$ cat src/rtl/nps_pkg.sv
// Shared types and command bytes for the NAND page program sequencer.
// Assumes a single 8-bit byte port with one bus cycle per clock.
package nps_pkg;

    typedef enum logic [3:0] {
        S_IDLE,
        S_SETUP,
        S_COL,
        S_ROW,
        S_ECLR,
        S_ESTART,
        S_DATA,
        S_ECAP,
        S_ISPARE,
        S_SPARE,
        S_CONFIRM,
        S_WAIT,
        S_STCMD,
        S_STRD,
        S_FIN
    } seq_state_e;

    typedef enum logic [1:0] {
        ERR_NONE    = 2'b00,
        ERR_TIMEOUT = 2'b01,
        ERR_PROG    = 2'b10
    } seq_err_e;

    localparam logic [7:0] CMD_SETUP   = 8'h80;
    localparam logic [7:0] CMD_CONFIRM = 8'h10;
    localparam logic [7:0] CMD_STATUS  = 8'h70;
    localparam int         FAIL_BIT    = 0;

    localparam int PAGE_SMALL = 512;
    localparam int PAGE_MID   = 2048;
    localparam int PAGE_LARGE = 4096;

endpackage

$ cat src/rtl/nps_counter.sv
// Generic up-counter with synchronous clear.
// Assumes the caller never lets it wrap within one count window.
module nps_counter #(
    parameter int W = 8
) (
    input  logic         clk,
    input  logic         rst_n,
    input  logic         clr,
    input  logic         inc,
    output logic [W-1:0] q
);

    // Count up, clear on request or reset.
    always_ff @(posedge clk) begin
        if (!rst_n || clr) q <= '0;
        else if (inc)      q <= q + W'(1);
    end

endmodule

$ cat src/rtl/nps_poll_timer.sv
// Ready-poll timer: counts cycles while run is high and flags the
// last permitted cycle. Assumes run drops between wait windows.
module nps_poll_timer #(
    parameter int LIMIT = 100
) (
    input  logic clk,
    input  logic rst_n,
    input  logic run,
    output logic expired
);

    localparam int TW = $clog2(LIMIT + 1);

    logic [TW-1:0] cnt;

    // Count cycles spent waiting; restart whenever waiting stops.
    always_ff @(posedge clk) begin
        if (!rst_n || !run) cnt <= '0;
        else                cnt <= cnt + TW'(1);
    end

    // Flag the final cycle of the wait window.
    always_comb expired = run && (cnt == TW'(LIMIT - 1));

endmodule

$ cat src/rtl/nps_addr_plan.sv
// Address and layout planner: from the latched page size and address
// cycle count it derives the column and row cycle counts, the chunk
// count, the trailing spare length and the row byte for a given slot.
// Assumes addr_cycles describes a real device (no check is made).
module nps_addr_plan
    import nps_pkg::*;
#(
    parameter int CHUNK_BYTES     = 512,
    parameter int SPARE_PER_CHUNK = 16,
    parameter int ACYC_W          = 3,
    parameter int CNT_W           = 10,
    parameter int CHK_W           = 4
) (
    input  logic [1:0]        size_sel,
    input  logic [ACYC_W-1:0] acyc,
    input  logic [31:0]       page,
    input  logic [1:0]        row_sel,
    output logic [CNT_W-1:0]  col_n,
    output logic [CNT_W-1:0]  row_n,
    output logic [CHK_W-1:0]  chunk_n,
    output logic [CNT_W-1:0]  spare_n,
    output logic [7:0]        row_byte
);

    localparam int CH_SMALL = PAGE_SMALL / CHUNK_BYTES;
    localparam int CH_MID   = PAGE_MID   / CHUNK_BYTES;
    localparam int CH_LARGE = PAGE_LARGE / CHUNK_BYTES;

    logic              small_pg;
    logic [ACYC_W-1:0] extra;

    // Cycle counts derived from page size and total address cycles.
    always_comb begin
        small_pg = (size_sel == 2'b00);
        extra    = acyc - ACYC_W'(small_pg);
        col_n    = small_pg ? CNT_W'(1) : CNT_W'(2);
        row_n    = CNT_W'(2) + CNT_W'(extra != '0) + CNT_W'(extra == ACYC_W'(2));
        case (size_sel)
            2'b00:   chunk_n = CHK_W'(CH_SMALL);
            2'b01:   chunk_n = CHK_W'(CH_MID);
            default: chunk_n = CHK_W'(CH_LARGE);
        endcase
        spare_n  = CNT_W'(int'(chunk_n) * SPARE_PER_CHUNK);
    end

    // Row byte selection, least significant byte first.
    always_comb begin
        case (row_sel)
            2'd0:    row_byte = page[7:0];
            2'd1:    row_byte = page[15:8];
            2'd2:    row_byte = page[23:16];
            default: row_byte = page[31:24];
        endcase
    end

endmodule

$ cat src/rtl/nand_prog_seq.sv
// NAND page program sequencer top. One state per bus cycle type; a
// shared byte index counts cycles inside a state and clears on every
// state change. A chunk counter tracks 512-byte chunks. Assumes the
// byte sources hold the current byte until its take strobe.
module nand_prog_seq
    import nps_pkg::*;
#(
    parameter int CHUNK_BYTES     = 512,
    parameter int SPARE_PER_CHUNK = 16,
    parameter int POLL_LIMIT      = 100,
    parameter int ACYC_W          = 3
) (
    input  logic              clk,
    input  logic              rst_n,
    input  logic              start,
    input  logic [31:0]       page_addr,
    input  logic [1:0]        page_size,
    input  logic [ACYC_W-1:0] addr_cycles,
    input  logic              infix_mode,
    input  logic [7:0]        wr_data,
    input  logic [7:0]        spare_data,
    input  logic              nand_rdy,
    input  logic [7:0]        status_in,
    output logic              bus_we,
    output logic              bus_re,
    output logic              bus_cle,
    output logic              bus_ale,
    output logic [7:0]        bus_dout,
    output logic              data_take,
    output logic              spare_take,
    output logic              ecc_clear,
    output logic              ecc_start,
    output logic              ecc_capture,
    output logic              busy,
    output logic              done,
    output logic [1:0]        err_code
);

    localparam int MAX_SPARE = (PAGE_LARGE / CHUNK_BYTES) * SPARE_PER_CHUNK;
    localparam int CNT_W     = $clog2(CHUNK_BYTES + MAX_SPARE + 1);
    localparam int CHK_W     = $clog2(PAGE_LARGE / CHUNK_BYTES + 1);

    seq_state_e        state, state_n;
    seq_err_e          err_q, err_n;
    logic [31:0]       page_q;
    logic [1:0]        size_q;
    logic [ACYC_W-1:0] acyc_q;
    logic              infix_q;

    logic [CNT_W-1:0]  idx;
    logic [CHK_W-1:0]  chunk;
    logic              idx_clr, chunk_clr, chunk_inc;
    logic              poll_run, poll_expired;

    logic [CNT_W-1:0]  col_n, row_n, spare_n;
    logic [CHK_W-1:0]  chunk_n;
    logic [7:0]        row_byte;
    logic              last_chunk;
    logic              status_unused;

    nps_addr_plan #(
        .CHUNK_BYTES     (CHUNK_BYTES),
        .SPARE_PER_CHUNK (SPARE_PER_CHUNK),
        .ACYC_W          (ACYC_W),
        .CNT_W           (CNT_W),
        .CHK_W           (CHK_W)
    ) u_plan (
        .size_sel (size_q),
        .acyc     (acyc_q),
        .page     (page_q),
        .row_sel  (idx[1:0]),
        .col_n    (col_n),
        .row_n    (row_n),
        .chunk_n  (chunk_n),
        .spare_n  (spare_n),
        .row_byte (row_byte)
    );

    nps_counter #(.W(CNT_W)) u_idx (
        .clk   (clk),
        .rst_n (rst_n),
        .clr   (idx_clr),
        .inc   (1'b1),
        .q     (idx)
    );

    nps_counter #(.W(CHK_W)) u_chunk (
        .clk   (clk),
        .rst_n (rst_n),
        .clr   (chunk_clr),
        .inc   (chunk_inc),
        .q     (chunk)
    );

    nps_poll_timer #(.LIMIT(POLL_LIMIT)) u_poll (
        .clk     (clk),
        .rst_n   (rst_n),
        .run     (poll_run),
        .expired (poll_expired)
    );

    // Only the fail bit of the status byte matters.
    assign status_unused = ^{status_in[7:1]};

    // Next-state and result selection.
    always_comb begin
        state_n    = state;
        err_n      = err_q;
        last_chunk = (chunk == chunk_n - CHK_W'(1));
        case (state)
            S_IDLE:    if (start) begin
                           state_n = S_SETUP;
                           err_n   = ERR_NONE;
                       end
            S_SETUP:   state_n = S_COL;
            S_COL:     if (idx == col_n - CNT_W'(1)) state_n = S_ROW;
            S_ROW:     if (idx == row_n - CNT_W'(1)) state_n = S_ECLR;
            S_ECLR:    state_n = S_ESTART;
            S_ESTART:  state_n = S_DATA;
            S_DATA:    if (idx == CNT_W'(CHUNK_BYTES - 1)) state_n = S_ECAP;
            S_ECAP:    if (infix_q)         state_n = S_ISPARE;
                       else if (last_chunk) state_n = S_SPARE;
                       else                 state_n = S_ESTART;
            S_ISPARE:  if (idx == CNT_W'(SPARE_PER_CHUNK - 1))
                           state_n = last_chunk ? S_CONFIRM : S_ESTART;
            S_SPARE:   if (idx == spare_n - CNT_W'(1)) state_n = S_CONFIRM;
            S_CONFIRM: state_n = S_WAIT;
            S_WAIT:    if (nand_rdy) state_n = S_STCMD;
                       else if (poll_expired) begin
                           state_n = S_FIN;
                           err_n   = ERR_TIMEOUT;
                       end
            S_STCMD:   state_n = S_STRD;
            S_STRD:    begin
                           state_n = S_FIN;
                           err_n   = status_in[FAIL_BIT] ? ERR_PROG : ERR_NONE;
                       end
            S_FIN:     state_n = S_IDLE;
            default:   state_n = S_IDLE;
        endcase
    end

    // Counter control: index restarts each state, chunks count per restart.
    always_comb begin
        idx_clr   = (state_n != state);
        chunk_clr = (state == S_ECLR);
        chunk_inc = (state_n == S_ESTART) &&
                    ((state == S_ECAP) || (state == S_ISPARE));
        poll_run  = (state == S_WAIT);
    end

    // State and result registers.
    always_ff @(posedge clk) begin
        if (!rst_n) begin
            state <= S_IDLE;
            err_q <= ERR_NONE;
        end else begin
            state <= state_n;
            err_q <= err_n;
        end
    end

    // Latch the run parameters when a start is accepted.
    always_ff @(posedge clk) begin
        if (!rst_n) begin
            page_q  <= '0;
            size_q  <= '0;
            acyc_q  <= '0;
            infix_q <= 1'b0;
        end else if (state == S_IDLE && start) begin
            page_q  <= page_addr;
            size_q  <= page_size;
            acyc_q  <= addr_cycles;
            infix_q <= infix_mode;
        end
    end

    // Bus cycle decode: one cycle type per state.
    always_comb begin
        bus_we      = 1'b0;
        bus_re      = 1'b0;
        bus_cle     = 1'b0;
        bus_ale     = 1'b0;
        bus_dout    = 8'h00;
        data_take   = 1'b0;
        spare_take  = 1'b0;
        case (state)
            S_SETUP:   begin bus_we = 1'b1; bus_cle = 1'b1; bus_dout = CMD_SETUP; end
            S_COL:     begin bus_we = 1'b1; bus_ale = 1'b1; end
            S_ROW:     begin bus_we = 1'b1; bus_ale = 1'b1; bus_dout = row_byte; end
            S_DATA:    begin bus_we = 1'b1; data_take = 1'b1; bus_dout = wr_data; end
            S_ISPARE,
            S_SPARE:   begin bus_we = 1'b1; spare_take = 1'b1; bus_dout = spare_data; end
            S_CONFIRM: begin bus_we = 1'b1; bus_cle = 1'b1; bus_dout = CMD_CONFIRM; end
            S_STCMD:   begin bus_we = 1'b1; bus_cle = 1'b1; bus_dout = CMD_STATUS; end
            S_STRD:    bus_re = 1'b1;
            default:   ;
        endcase
    end

    // ECC strobes and run status.
    always_comb begin
        ecc_clear   = (state == S_ECLR);
        ecc_start   = (state == S_ESTART);
        ecc_capture = (state == S_ECAP);
        busy        = (state != S_IDLE);
        done        = (state == S_FIN);
        err_code    = err_q;
    end

endmodule

$ cat config.mk
export PLATFORM = sky130hd
export DESIGN_NAME = nand_prog_seq
export DESIGN_NICKNAME = d
export VERILOG_FILES = /design/src/rtl/nps_pkg.sv /design/src/rtl/nps_counter.sv /design/src/rtl/nps_poll_timer.sv /design/src/rtl/nps_addr_plan.sv /design/src/rtl/nand_prog_seq.sv
export SDC_FILE = /design/constraint.sdc
export NUM_CORES = 1
export LEC_CHECK = 0
export BUFFER_PORTS_ARGS = -buffer_cell sky130_fd_sc_hd__buf_4
export CORE_ASPECT_RATIO = 1.25
export CORE_MARGIN = 4
export CORE_UTILIZATION = 30
export DETAILED_ROUTE_END_ITERATION = 12
export MAX_ROUTING_LAYER = met4
export PLACE_DENSITY = 0.45
export SLEW_MARGIN = 20
export SYNTH_ARGS = -nofsm -noshare
export SYNTH_HDL_FRONTEND = slang
export SYNTH_HIERARCHICAL = 1
export SYNTH_SLANG_ARGS = --single-unit
$ cat constraint.sdc
create_clock -name clk -period 4.5 [get_ports clk]
set_input_delay 0.45 -clock clk [delete_from_list [all_inputs] [get_ports clk]]
set_output_delay 0.45 -clock clk [all_outputs]
set_load 0.02 [all_outputs]
* Word-level counts from Yosys, hierarchy flattened
Cells that the tools add are included.
Word-level totals: register bits after elaboration 65, latch bits 0, RAM bits 0, ROM bits 0, input port bits 66, output and inout port bits 21, word-level logic and storage cells 96, memories kept 0
Cells by class: add/sub/neg operators 10, $mul 0, divide/modulo/power cells 0, $lt $le $gt $ge 0, equal/unequal tests 30, shift-type cells 0, muxes and demuxes 27, bitwise logic cells 0, reduce and logical (&&, ||, !) cells 20
Operators with widths (number):
- one-hot mux 4 bit (14 select lines) | 1
- one-hot mux 8 bit (6 select lines) | 1
- 2-to-1 mux 4 bit | 11
- equality test 10 bit | 3
- equality test 4 bit (second input constant) | 7
- one-hot mux 8 bit (3 select lines) | 1
- equality test 4 x 3 -> 1 bit (second input constant) | 5
- subtractor 10 x 1 -> 10 bit (second input constant) | 2
- adder 10 x 1 -> 10 bit | 1
- adder 10 x 1 -> 10 bit (second input constant) | 1
- equality test 10 x 4 -> 1 bit (second input constant) | 1
- equality test 10 x 9 -> 1 bit (second input constant) | 1
- 2-to-1 mux 2 bit | 5
- subtractor 8 x 1 -> 9 bit (second input constant) | 1
- equality test 4 x 2 -> 1 bit (second input constant) | 2
- one-hot mux 4 bit (2 select lines) | 1
- OR reduction 8 bit | 1
- adder 7 x 1 -> 7 bit (second input constant) | 1
- equality test 7 bit (second input constant) | 1
- 2-to-1 mux 1 bit | 6
- inequality test 2 bit (second input constant) | 3
- one-hot mux 2 bit (3 select lines) | 1
- nonzero test 3 bit | 2
- adder 4 x 1 -> 4 bit (second input constant) | 1
- 18 further kinds | 27

* Logic depth before layout (Yosys ltp)
Gate-level depths: netlist (run 1).
depth after elaboration 11, mapped depth 16, gate-level depth less buffers 15

* Cells and area by module
The synthesis (run 1) kept the hierarchy.
By module, submodules not included:
- nand_prog_seq | times used 1, cells each 465, area an instance 3399.5 um^2, sequential area each 880.8 um^2
- nps_addr_plan | times used 1, cells each 50, area an instance 493.0 um^2, sequential area each 0.0 um^2
- nps_counter at u_idx | times used 1, cells each 48, area an instance 440.4 um^2, sequential area each 200.2 um^2
- nps_poll_timer | times used 1, cells each 30, area an instance 271.5 um^2, sequential area each 140.1 um^2
- nps_counter at u_chunk | times used 1, cells each 17, area an instance 181.4 um^2, sequential area each 80.1 um^2

* Least setup slack after synthesis (run 1)
OpenSTA, ideal clock, no wires.
path kind register to register, start point register size_q[1], end point register u_idx.q[0], setup time 0.128 ns, data arrival time 3.392 ns, data required time 4.372 ns, setup slack 0.980 ns, cell stages (with the launch flop) 16, path buffers 1, period minus slack after synthesis 3.520 ns, cells stage by stage dfxtp_1 -> o21ai_1 -> or4b_1 -> ha_1 -> inv_1 -> ha_1 -> or4b_4 -> a2111oi_4 -> o32ai_1 -> o21ai_1 -> a31oi_1 -> a31o_1 -> o211ai_1 -> nand2b_1 -> clkbuf_1 -> nor2_1
On the way: cells in the longest elaborated chain, start to end 11, elaborated cells between the ends (all ways) 27, classes of those cells 7 x add/sub; 7 x eq/ne; 10 x mux; 3 x reduce/logical
Ends and longest elaborated chain:
- start: declaration | line nand_prog_seq.sv:46 | logic [1:0] size_q;
- start signal: assignment | line nand_prog_seq.sv:172 | size_q <= page_size;
- logical NOT 2 bit (*) | line nps_addr_plan.sv:34 | small_pg = (size_sel == 2'b00);
- subtractor 3 x 1 -> 3 bit (*) | line nps_addr_plan.sv:35 | extra = acyc - ACYC_W'(small_pg);
- nonzero test 3 bit | line nps_addr_plan.sv:37 | row_n = CNT_W'(2) + CNT_W'(extra != '0) + CNT_W'(extra == ACYC_W'(2));
- adder 2 x 1 -> 3 bit | line nps_addr_plan.sv:37
- adder 10 x 1 -> 10 bit (*) | line nps_addr_plan.sv:37
- via row_n[0] | line nand_prog_seq.sv:55 | logic [CNT_W-1:0] col_n, row_n, spare_n;
- subtractor 10 x 1 -> 10 bit (*) | line nand_prog_seq.sv:117 | S_ROW: if (idx == row_n - CNT_W'(1)) state_n = S_ECLR;
- equality test 10 bit (*) | line nand_prog_seq.sv:117
- 2-to-1 mux 4 bit (*) | line nand_prog_seq.sv:117
- one-hot mux 4 bit (14 select lines) (*) | line nand_prog_seq.sv:110 | case (state)
- inequality test 4 bit (*) | line nand_prog_seq.sv:145 | idx_clr = (state_n != state);
- via idx_clr | line nand_prog_seq.sv:52 | logic idx_clr, chunk_clr, chunk_inc;
- logical OR 1 bit (*) | line nps_counter.sv:15 | if (!rst_n || clr) q <= '0;
- end signal: assignment | line nps_counter.sv:16 | else if (inc) q <= q + W'(1);
- end: declaration | line nps_counter.sv:10 | output logic [W-1:0] q
Mark *: on every way through the listed nets, which the timed path passes. The rest lies on a longest branch. A chain may end at the register's enable or synchronous reset.

* Worst setup path in the final report (run 1)
start point register size_q[0], end point register u_idx.q[5]
The elaborated chain is that of the path after synthesis.

==> results.md, run 1 <==
## Outcome
* **outcome** completed

## STA
* **TNS Setup** 0 ps
* **final-report setup violation count** 0
* **maximum clock rate** 253.3 MHz
* **Rel. slew slack** 36.83%
* **worst-margin pin slew** 940.3 ps
* **setup skew after layout** 8.638 ps
* **RSZ-0062 raised after global routing** no
* **Final min period** 3948 ps
* **Final Slew Violations** 0
* **smallest hold slack** 355.7 ps
* **Period Utilization, post-route** 87.73%
* **Hold Fails Final Rpt** 0

## Clocking
* **number of buffers added by the clock tree synthesis step** 9
* **hold-fix buffer count after cts** 0
* **CTS HTree Levels** 3
* **post-cts gate resize count** 0
* **clock latency at the later pin of the worst-skew pair** 340 ps
* **root buffer selected by CTS** sky130_fd_sc_hd__clkbuf_16
* **clock net sink count** 65
* **number of buffers on the longest clock path** 2
* **number of buffers added for setup after CTS** 0
* **CTS tree** done
* **clock slew seen by the registers of the worst setup and hold paths** 60 ps

## Place
* **Post-DP HPWL** 10.35 mm
* **port buffer count** 79
* **Cell Count Post-Placement** 874
* **Final GP Congestion** 0.8433

## Worst hold path
* **Hold Crit Endpoint** infix_q
* **startpoint of the most critical hold path** infix_mode
* **path category of the worst min-delay check** primary input to flip-flop
* **hold depth** 3

## Critical path
* **crit path capture type** flip-flop
* **endpoint of the worst register-to-register path** u_idx/q[5]
* **cells traversed along the worst timing path** o21ai_1, or4b_1, ha_1, inv_1, ha_1, or4b_4, a2111oi_4, o32ai_1, o21ai_1, a31oi_1, a31o_1, o211ai_1, nand2b_1, a21oi_1
* **signal arrival time at the worst endpoint** 4140 ps
* **Max Fanout on Critical Path** 10
* **Top Family by Delay on Critical Path** simple AND/OR/NAND/NOR gates
* **slowest library cell on the worst path** sky130_fd_sc_hd__or4b_4
* **largest stage delay on the critical path** 520 ps
* **launch instance of the worst register-to-register path** size_q[0]
* **Setup crit start kind** flip-flop
* **crit path buf inv count** 1
* **source of the critical timing path** size_q[0]
* **Crit Path Category** flip-flop to flip-flop
* **required time of the worst setup path** 4690 ps
* **number of cells traversed by the worst register-to-register path** 14
* **register-to-register setup slack** 550 ps

## Drt
* **average via count per standard cell** 5.027
* **drt wl/cell** 15.51 µm
* **Total Routed Length** 13.79 mm
* **antenna viol nets, final** 0
* **post-route DRC violation count** 0
* **length of the first detailed-routing pass in iterations** 5
* **number of DRC violations after detailed-routing iteration 0** 224
* **total number of vias** 4469

## Synth
* **average cell area after synthesis** 7.846 µm²
* **yosys warns** 6
* **cell accounting for the most synthesized area** sky130_fd_sc_hd__dfxtp_1
* **share of flip-flops with an asynchronous set or reset after synthesis** 0%
* **leading post-synthesis cells by instance count** sky130_fd_sc_hd__nand2_1, sky130_fd_sc_hd__dfxtp_1, sky130_fd_sc_hd__a21oi_1, sky130_fd_sc_hd__nor2_1, sky130_fd_sc_hd__buf_4
* **post-synthesis cell type count** 83
* **number of synthesized flops with an enable pin** 0
* **Synth Instances** 610
* **register area share after synthesis** 27.19%
* **post-synthesis sequential element count** 65
* **top cells by area in the synthesized netlist** sky130_fd_sc_hd__dfxtp_1, sky130_fd_sc_hd__nand2_1, sky130_fd_sc_hd__a21oi_1
* **most common cell in the synthesized netlist** sky130_fd_sc_hd__nand2_1
* **mapped cell area** 4786 µm²
* **top flip-flop cell by instance count after synthesis** sky130_fd_sc_hd__dfxtp_1
* **portion of synthesized cell area occupied by the leading cell type** 27.19%

## Global routing
* **antenna violations before repair** 0
* **first-pass GRT wire length** 21.98 mm
* **overflow left after global routing** 0
* **largest net degree at the start of global routing** 44
* **number of global-route vias before repair** 4339
* **Global Route Usage Sum** 15.76%

## Pwr
* **areal power density over the cells** 315.1 nW/µm²
* **static leakage** 2.212 nW
* **total chip power** 0.001822 W
* **largest voltage drop on the vdd net** 0.1621 mV

## Floorplan
* **I/O pins** 87
* **full die area** 18050 µm²
* **Die Wd** 121.0 µm
* **Core Region** 15630 µm²
* **row cnt** 51
* **die extent in y** 149.2 µm
* **Starting Density** 30.61%

## Final layout
* **area used by sequential logic in the layout** 1301 µm²
* **number of nets at the end of the flow** 748
* **fraction of layout cells with a size suffix above 1** 21.27%
* **Ant. Diodes** 0
* **final-layout fill cell count** 1640
* **growth of design area from synthesis to finish** 20.78%
* **Multi-input gate area** 3131 µm²
* **non-filler cells in the finished layout** 889

## Run
* **number of violations of the max-capacitance limit** 0

metal layers:
metal | vias to the layer above | track usage [%] | share of wire, %
li1 | 2243 | - | -
met1 | 2121 | 18.01 | 42
met2 | 96 | 28.26 | 53
met3 | 9 | 3.225 | 4.3
met4 | 0 | 3.571 | 0.84
met5 | - | - | 0
worst reg2reg max path, delay by kind of cell, from the launching register on:
kind | cells | cell delay, ps
and+or+nand+nor | 3 | 1420
AOI/OAI and AO/OA | 8 | 1370
adders and majority gates | 2 | 620
DFF | 1 | 340
buffers and inverters | 1 | 70
registers in the layout, summed over array words and instances, names as in the netlist:
signal / flops
page_q: 32
u_idx/q: 10
u_poll/cnt: 7
state: 4
u_chunk/q: 4
acyc_q: 3
err_code: 2
size_q: 2
infix_q: 1
power breakdown:
group / switching, W / internal, W / total, W / leakage [nW]
logic: 0.000252 / 0.000188 / 0.000440 / 1.53
registers: 0.0000187 / 0.000612 / 0.000631 / 0.530
clock network: 0.000267 / 0.000484 / 0.000751 / 0.148
total: 0.000537 / 0.00128 / 0.00182 / 2.21
layout make-up:
| cell class | count | share of cell area (%) |
|---|---|---|
| multi-input cells | 483 | 54.16 |
| well taps | 212 | 4.589 |
| inverters | 24 | 1.558 |
| flip-flops and latches | 65 | 22.51 |
| clock inverters | 6 | 1.602 |
| repair buffers | 90 | 11.69 |
| clock buffers | 9 | 3.896 |
logic make-up (layout without fill, tap and decap cells):
kind of cell             after synthesis  count (layout)  share of synthesized area, %
AO/OA/AOI/OAI                        143             143                         19.90
XOR/XNOR                              43              43                         7.869
adder cells (fa/ha/maj)                9               9                         2.353
buffers and inverters                 84             129                         9.254
flip-flops                            65              65                         27.19
multiplexers                          11              11                         4.392
other                                  2              24                        0.1569
AND/OR/NAND/NOR                      253             253                         28.89
worst max-delay path by stage:
stage	end	slack, ps	cells after the start
6_report	u_idx/q[5]	550	14
5_1_grt	u_idx/q[4]	300	14
4_1_cts	u_idx/q[0]	550	14
3_5_place_dp	u_idx/q[2]	560	14
3_3_place_gp	u_idx/q[2]	610	14
2_1_floorplan	u_idx/q[0]	980	15
layout by cell type, fill, tap and decap left out, types with 3 or more instances in the layout:
master	count
sky130_fd_sc_hd__mux2i_1	3
sky130_fd_sc_hd__a31oi_1	6
sky130_fd_sc_hd__mux4_2	8
sky130_fd_sc_hd__o31ai_1	3
sky130_fd_sc_hd__o22ai_1	5
sky130_fd_sc_hd__or3_1	8
sky130_fd_sc_hd__a21oi_1	62
sky130_fd_sc_hd__o211ai_1	7
sky130_fd_sc_hd__a41oi_1	3
sky130_fd_sc_hd__ha_1	9
sky130_fd_sc_hd__nor2_1	31
sky130_fd_sc_hd__buf_4	90
sky130_fd_sc_hd__nor2b_1	14
sky130_fd_sc_hd__xor2_1	18
sky130_fd_sc_hd__o21ai_0	18
sky130_fd_sc_hd__a22oi_1	3
sky130_fd_sc_hd__or2_2	6
sky130_fd_sc_hd__and3_1	6
sky130_fd_sc_hd__nand2_1	101
sky130_fd_sc_hd__inv_1	23
sky130_fd_sc_hd__conb_1	24
sky130_fd_sc_hd__nand2b_1	10
sky130_fd_sc_hd__clkbuf_16	9
sky130_fd_sc_hd__nor4_1	3
sky130_fd_sc_hd__a222oi_1	5
sky130_fd_sc_hd__xnor2_1	25
sky130_fd_sc_hd__nand3b_1	6
sky130_fd_sc_hd__and2_1	4
sky130_fd_sc_hd__a211oi_1	5
sky130_fd_sc_hd__dfxtp_1	65
sky130_fd_sc_hd__nor3b_1	3
sky130_fd_sc_hd__nor3_1	14
sky130_fd_sc_hd__nand4_1	9
sky130_fd_sc_hd__nand3_1	7
per-stage QoR:
stage	utilization, %	setup WS (ps)	instance area [µm²]
6_report	36.97	552.3	5781
5_1_grt	36.97	297.1	5781
3_3_place_gp	34.94	611.0	5463
2_1_floorplan	-	980.1	4868
4_1_cts	36.97	547.1	5781
3_5_place_dp	34.94	563.9	5463
Power figures use the tool's default switching activity.
==> inputs of run 2 (changes only) <==
Settings changed: CELL_PAD_IN_SITES_DETAIL_PLACEMENT set to 1, CELL_PAD_IN_SITES_GLOBAL_PLACEMENT set to 2, PLACE_DENSITY 0.45 to 0.8.
==> run 2 against run 1 <==
Against the previous run: non-clock buffer count grew 1; final area grew 0.63%; sequential share of layout area shrank 0.14 points; core utilization grew 0.23 points; clock skew shrank 2.6 ps; setup slack lost 30 ps; combinational power grew 1%; largest power group unchanged; die area is the same; power grew 4.3%; register-to-register slack lost 30 ps; sequential power is essentially flat.
==> results.md, run 2 (synthesis results as in run 1) <==
## Outcome
* **outcome** completed, unchanged

## Clocking
* **clock slew seen by the registers of the worst setup and hold paths** 60 ps, about the same
* **clock latency at the later pin of the worst-skew pair** 330 ps, was 340 ps
* **CTS HTree Levels** 3, unchanged
* **number of buffers added for setup after CTS** 0, unchanged
* **clock net sink count** 65, unchanged
* **hold-fix buffer count after cts** 0, unchanged
* **CTS tree** done, unchanged
* **post-cts gate resize count** 0, unchanged
* **number of buffers on the longest clock path** 2, unchanged
* **number of buffers added by the clock tree synthesis step** 9, unchanged
* **root buffer selected by CTS** sky130_fd_sc_hd__clkbuf_16, unchanged

## Critical path
* **crit path capture type** flip-flop, unchanged
* **register-to-register setup slack** 520 ps, was 550 ps
* **Crit Path Category** flip-flop to flip-flop, unchanged
* **Max Fanout on Critical Path** 10, unchanged
* **source of the critical timing path** size_q[0], unchanged
* **number of cells traversed by the worst register-to-register path** 14, unchanged
* **required time of the worst setup path** 4710 ps, was 4690 ps
* **launch instance of the worst register-to-register path** size_q[0], unchanged
* **endpoint of the worst register-to-register path** u_idx/q[4], was u_idx/q[5]
* **signal arrival time at the worst endpoint** 4190 ps, was 4140 ps
* **capture point of the worst path** u_idx/q[4], was u_idx/q[5]
* **Setup crit start kind** flip-flop, unchanged

## Drt
* **Total Routed Length** 14.37 mm, was 13.79 mm
* **average via count per standard cell** 5.073, was 5.027
* **drt wl/cell** 16.13 µm, was 15.51 µm
* **length of the first detailed-routing pass in iterations** 4, was 5
* **antenna viol nets, final** 0, unchanged
* **total number of vias** 4520, was 4469
* **number of DRC violations after detailed-routing iteration 0** 140, was 224
* **post-route DRC violation count** 0, unchanged

## STA
* **worst-margin pin slew** 1091 ps, was 940.3 ps
* **Final min period** 3978 ps, was 3948 ps
* **Hold Fails Final Rpt** 0, unchanged
* **TNS Setup** 0 ps, unchanged
* **maximum clock rate** 251.4 MHz, was 253.3 MHz
* **Final Slew Violations** 0, unchanged
* **Period Utilization, post-route** 88.40%, was 87.73%
* **final-report setup violation count** 0, unchanged
* **setup skew after layout** 6.055 ps, was 8.638 ps
* **minimum setup slack in the final design** 522.1 ps, was 552.3 ps
* **Rel. slew slack** 26.72%, was 36.83%
* **RSZ-0062 raised after global routing** no, unchanged

## Final layout
* **Multi-input gate area** 3124 µm², was 3131 µm²
* **non-filler cells in the finished layout** 891, was 889
* **final-layout fill cell count** 1886, was 1640
* **most flop-heavy register** page_q, unchanged
* **commonest non-fill, non-tap cells in the layout** sky130_fd_sc_hd__nand2_1, sky130_fd_sc_hd__buf_4, sky130_fd_sc_hd__dfxtp_1, unchanged
* **most common cell after layout, fill and taps aside** sky130_fd_sc_hd__nand2_1, unchanged
* **Ant. Diodes** 0, unchanged
* **finished layout cell area** 5817 µm², was 5781 µm²
* **fraction of layout cells with a size suffix above 1** 21.35%, was 21.27%
* **top flop regs** page_q (32), u_idx/q (10), u_poll/cnt (7), unchanged
* **area used by sequential logic in the layout** 1301 µm², unchanged
* **growth of design area from synthesis to finish** 21.54%, was 20.78%
* **number of nets at the end of the flow** 749, was 748
* **flip-flop count of the largest register after layout** 32, unchanged

## Pwr
* **total chip power** 0.001900 W, was 0.001822 W
* **static leakage** 2.234 nW, was 2.212 nW
* **largest voltage drop on the vdd net** 0.1633 mV, was 0.1621 mV
* **areal power density over the cells** 326.6 nW/µm², was 315.1 nW/µm²

## Floorplan
* **Starting Density** 30.61%, unchanged
* **Core Region** 15630 µm², unchanged
* **full die area** 18050 µm², unchanged
* **die extent in y** 149.2 µm, unchanged
* **Die Wd** 121.0 µm, unchanged
* **I/O pins** 87, unchanged
* **row cnt** 51, unchanged

## Global routing
* **largest net degree at the start of global routing** 41, was 44
* **overflow left after global routing** 0, unchanged
* **first-pass GRT wire length** 23.83 mm, was 21.98 mm
* **Global Route Usage Sum** 16.91%, was 15.76%
* **antenna violations before repair** 0, unchanged
* **number of global-route vias before repair** 4845, was 4339

## Place
* **cell area reported after detailed placement** 5464 µm², was 5463 µm²
* **Final GP Congestion** 0.8052, was 0.8433
* **port buffer count** 79, unchanged
* **Post-DP HPWL** 11.16 mm, was 10.35 mm
* **Cell Count Post-Placement** 875, was 874
* **post-placement setup slack** 519.8 ps, was 563.9 ps

## Run
* **number of violations of the max-capacitance limit** 0, unchanged

## Worst hold path
* **path category of the worst min-delay check** primary input to flip-flop, unchanged

==> run 2: worst min-delay path by stage <==
| stage | startpoint | endpoint | slack, ps | cells past startpoint |
|---|---|---|---|---|
| after CTS | page_addr[21] | page_q[21] | 350 | 3 |
| after detailed placement | page_q[15] | page_q[15] | 450 | 2 |
| after global routing | page_addr[21] | page_q[21] | 360 | 3 |
| after floorplan | u_poll/cnt[0] | u_poll/cnt[0] | 420 | 1 |
| after global placement | u_poll/cnt[0] | u_poll/cnt[0] | 430 | 1 |
| final | page_addr[21] | page_q[21] | 360 | 3 |
==> run 2: final cells by class <==
class,instances,area share [%]
Multi-Input combinational cell,483,53.71
Timing Repair Buffer,91,11.74
Clock inverter,6,1.957
Clock buffer,10,4.108
Tap cell,212,4.560
Inverter,24,1.549
Sequential cell,65,22.37
==> run 2: per-stage QoR <==
stage	hold WS (ps)	utilization, %
3_5_place_dp	447.8	34.95
5_1_grt	358.4	37.21
6_report	359.2	37.21
4_1_cts	349.2	37.21
2_1_floorplan	417.5	-
3_3_place_gp	430.5	34.95
==> run 2: report_power, final <==
part / total [W] / internal (W) / switching, W
clock network: 0.000823 / 0.000558 / 0.000266
logic: 0.000445 / 0.000188 / 0.000257
registers: 0.000632 / 0.000612 / 0.0000191
total: 0.00190 / 0.00136 / 0.000542
==> run 2: per-layer routing <==
metal  track usage (%)  up-vias  share of wire, %
met5                 -        -                 0
met2             30.85       95                54
met1             18.00     2167                40
met4             4.705        0               1.4
met3             4.287       16               4.9
li1                  -     2242                 -
==> run 2: critical path, cell delays in order, from the launching register on <==
cell and delay [ps]:
sky130_fd_sc_hd__dfxtp_1 350, sky130_fd_sc_hd__o21ai_1 180, sky130_fd_sc_hd__or4b_1 490, sky130_fd_sc_hd__ha_1 360, sky130_fd_sc_hd__inv_1 90, sky130_fd_sc_hd__ha_1 280
sky130_fd_sc_hd__or4b_4 520, sky130_fd_sc_hd__a2111oi_4 320, sky130_fd_sc_hd__o32ai_1 140, sky130_fd_sc_hd__o21ai_1 160, sky130_fd_sc_hd__a31oi_1 190, sky130_fd_sc_hd__a31o_1 240
sky130_fd_sc_hd__o211ai_1 70, sky130_fd_sc_hd__nand2b_1 370, sky130_fd_sc_hd__nor2_1 90
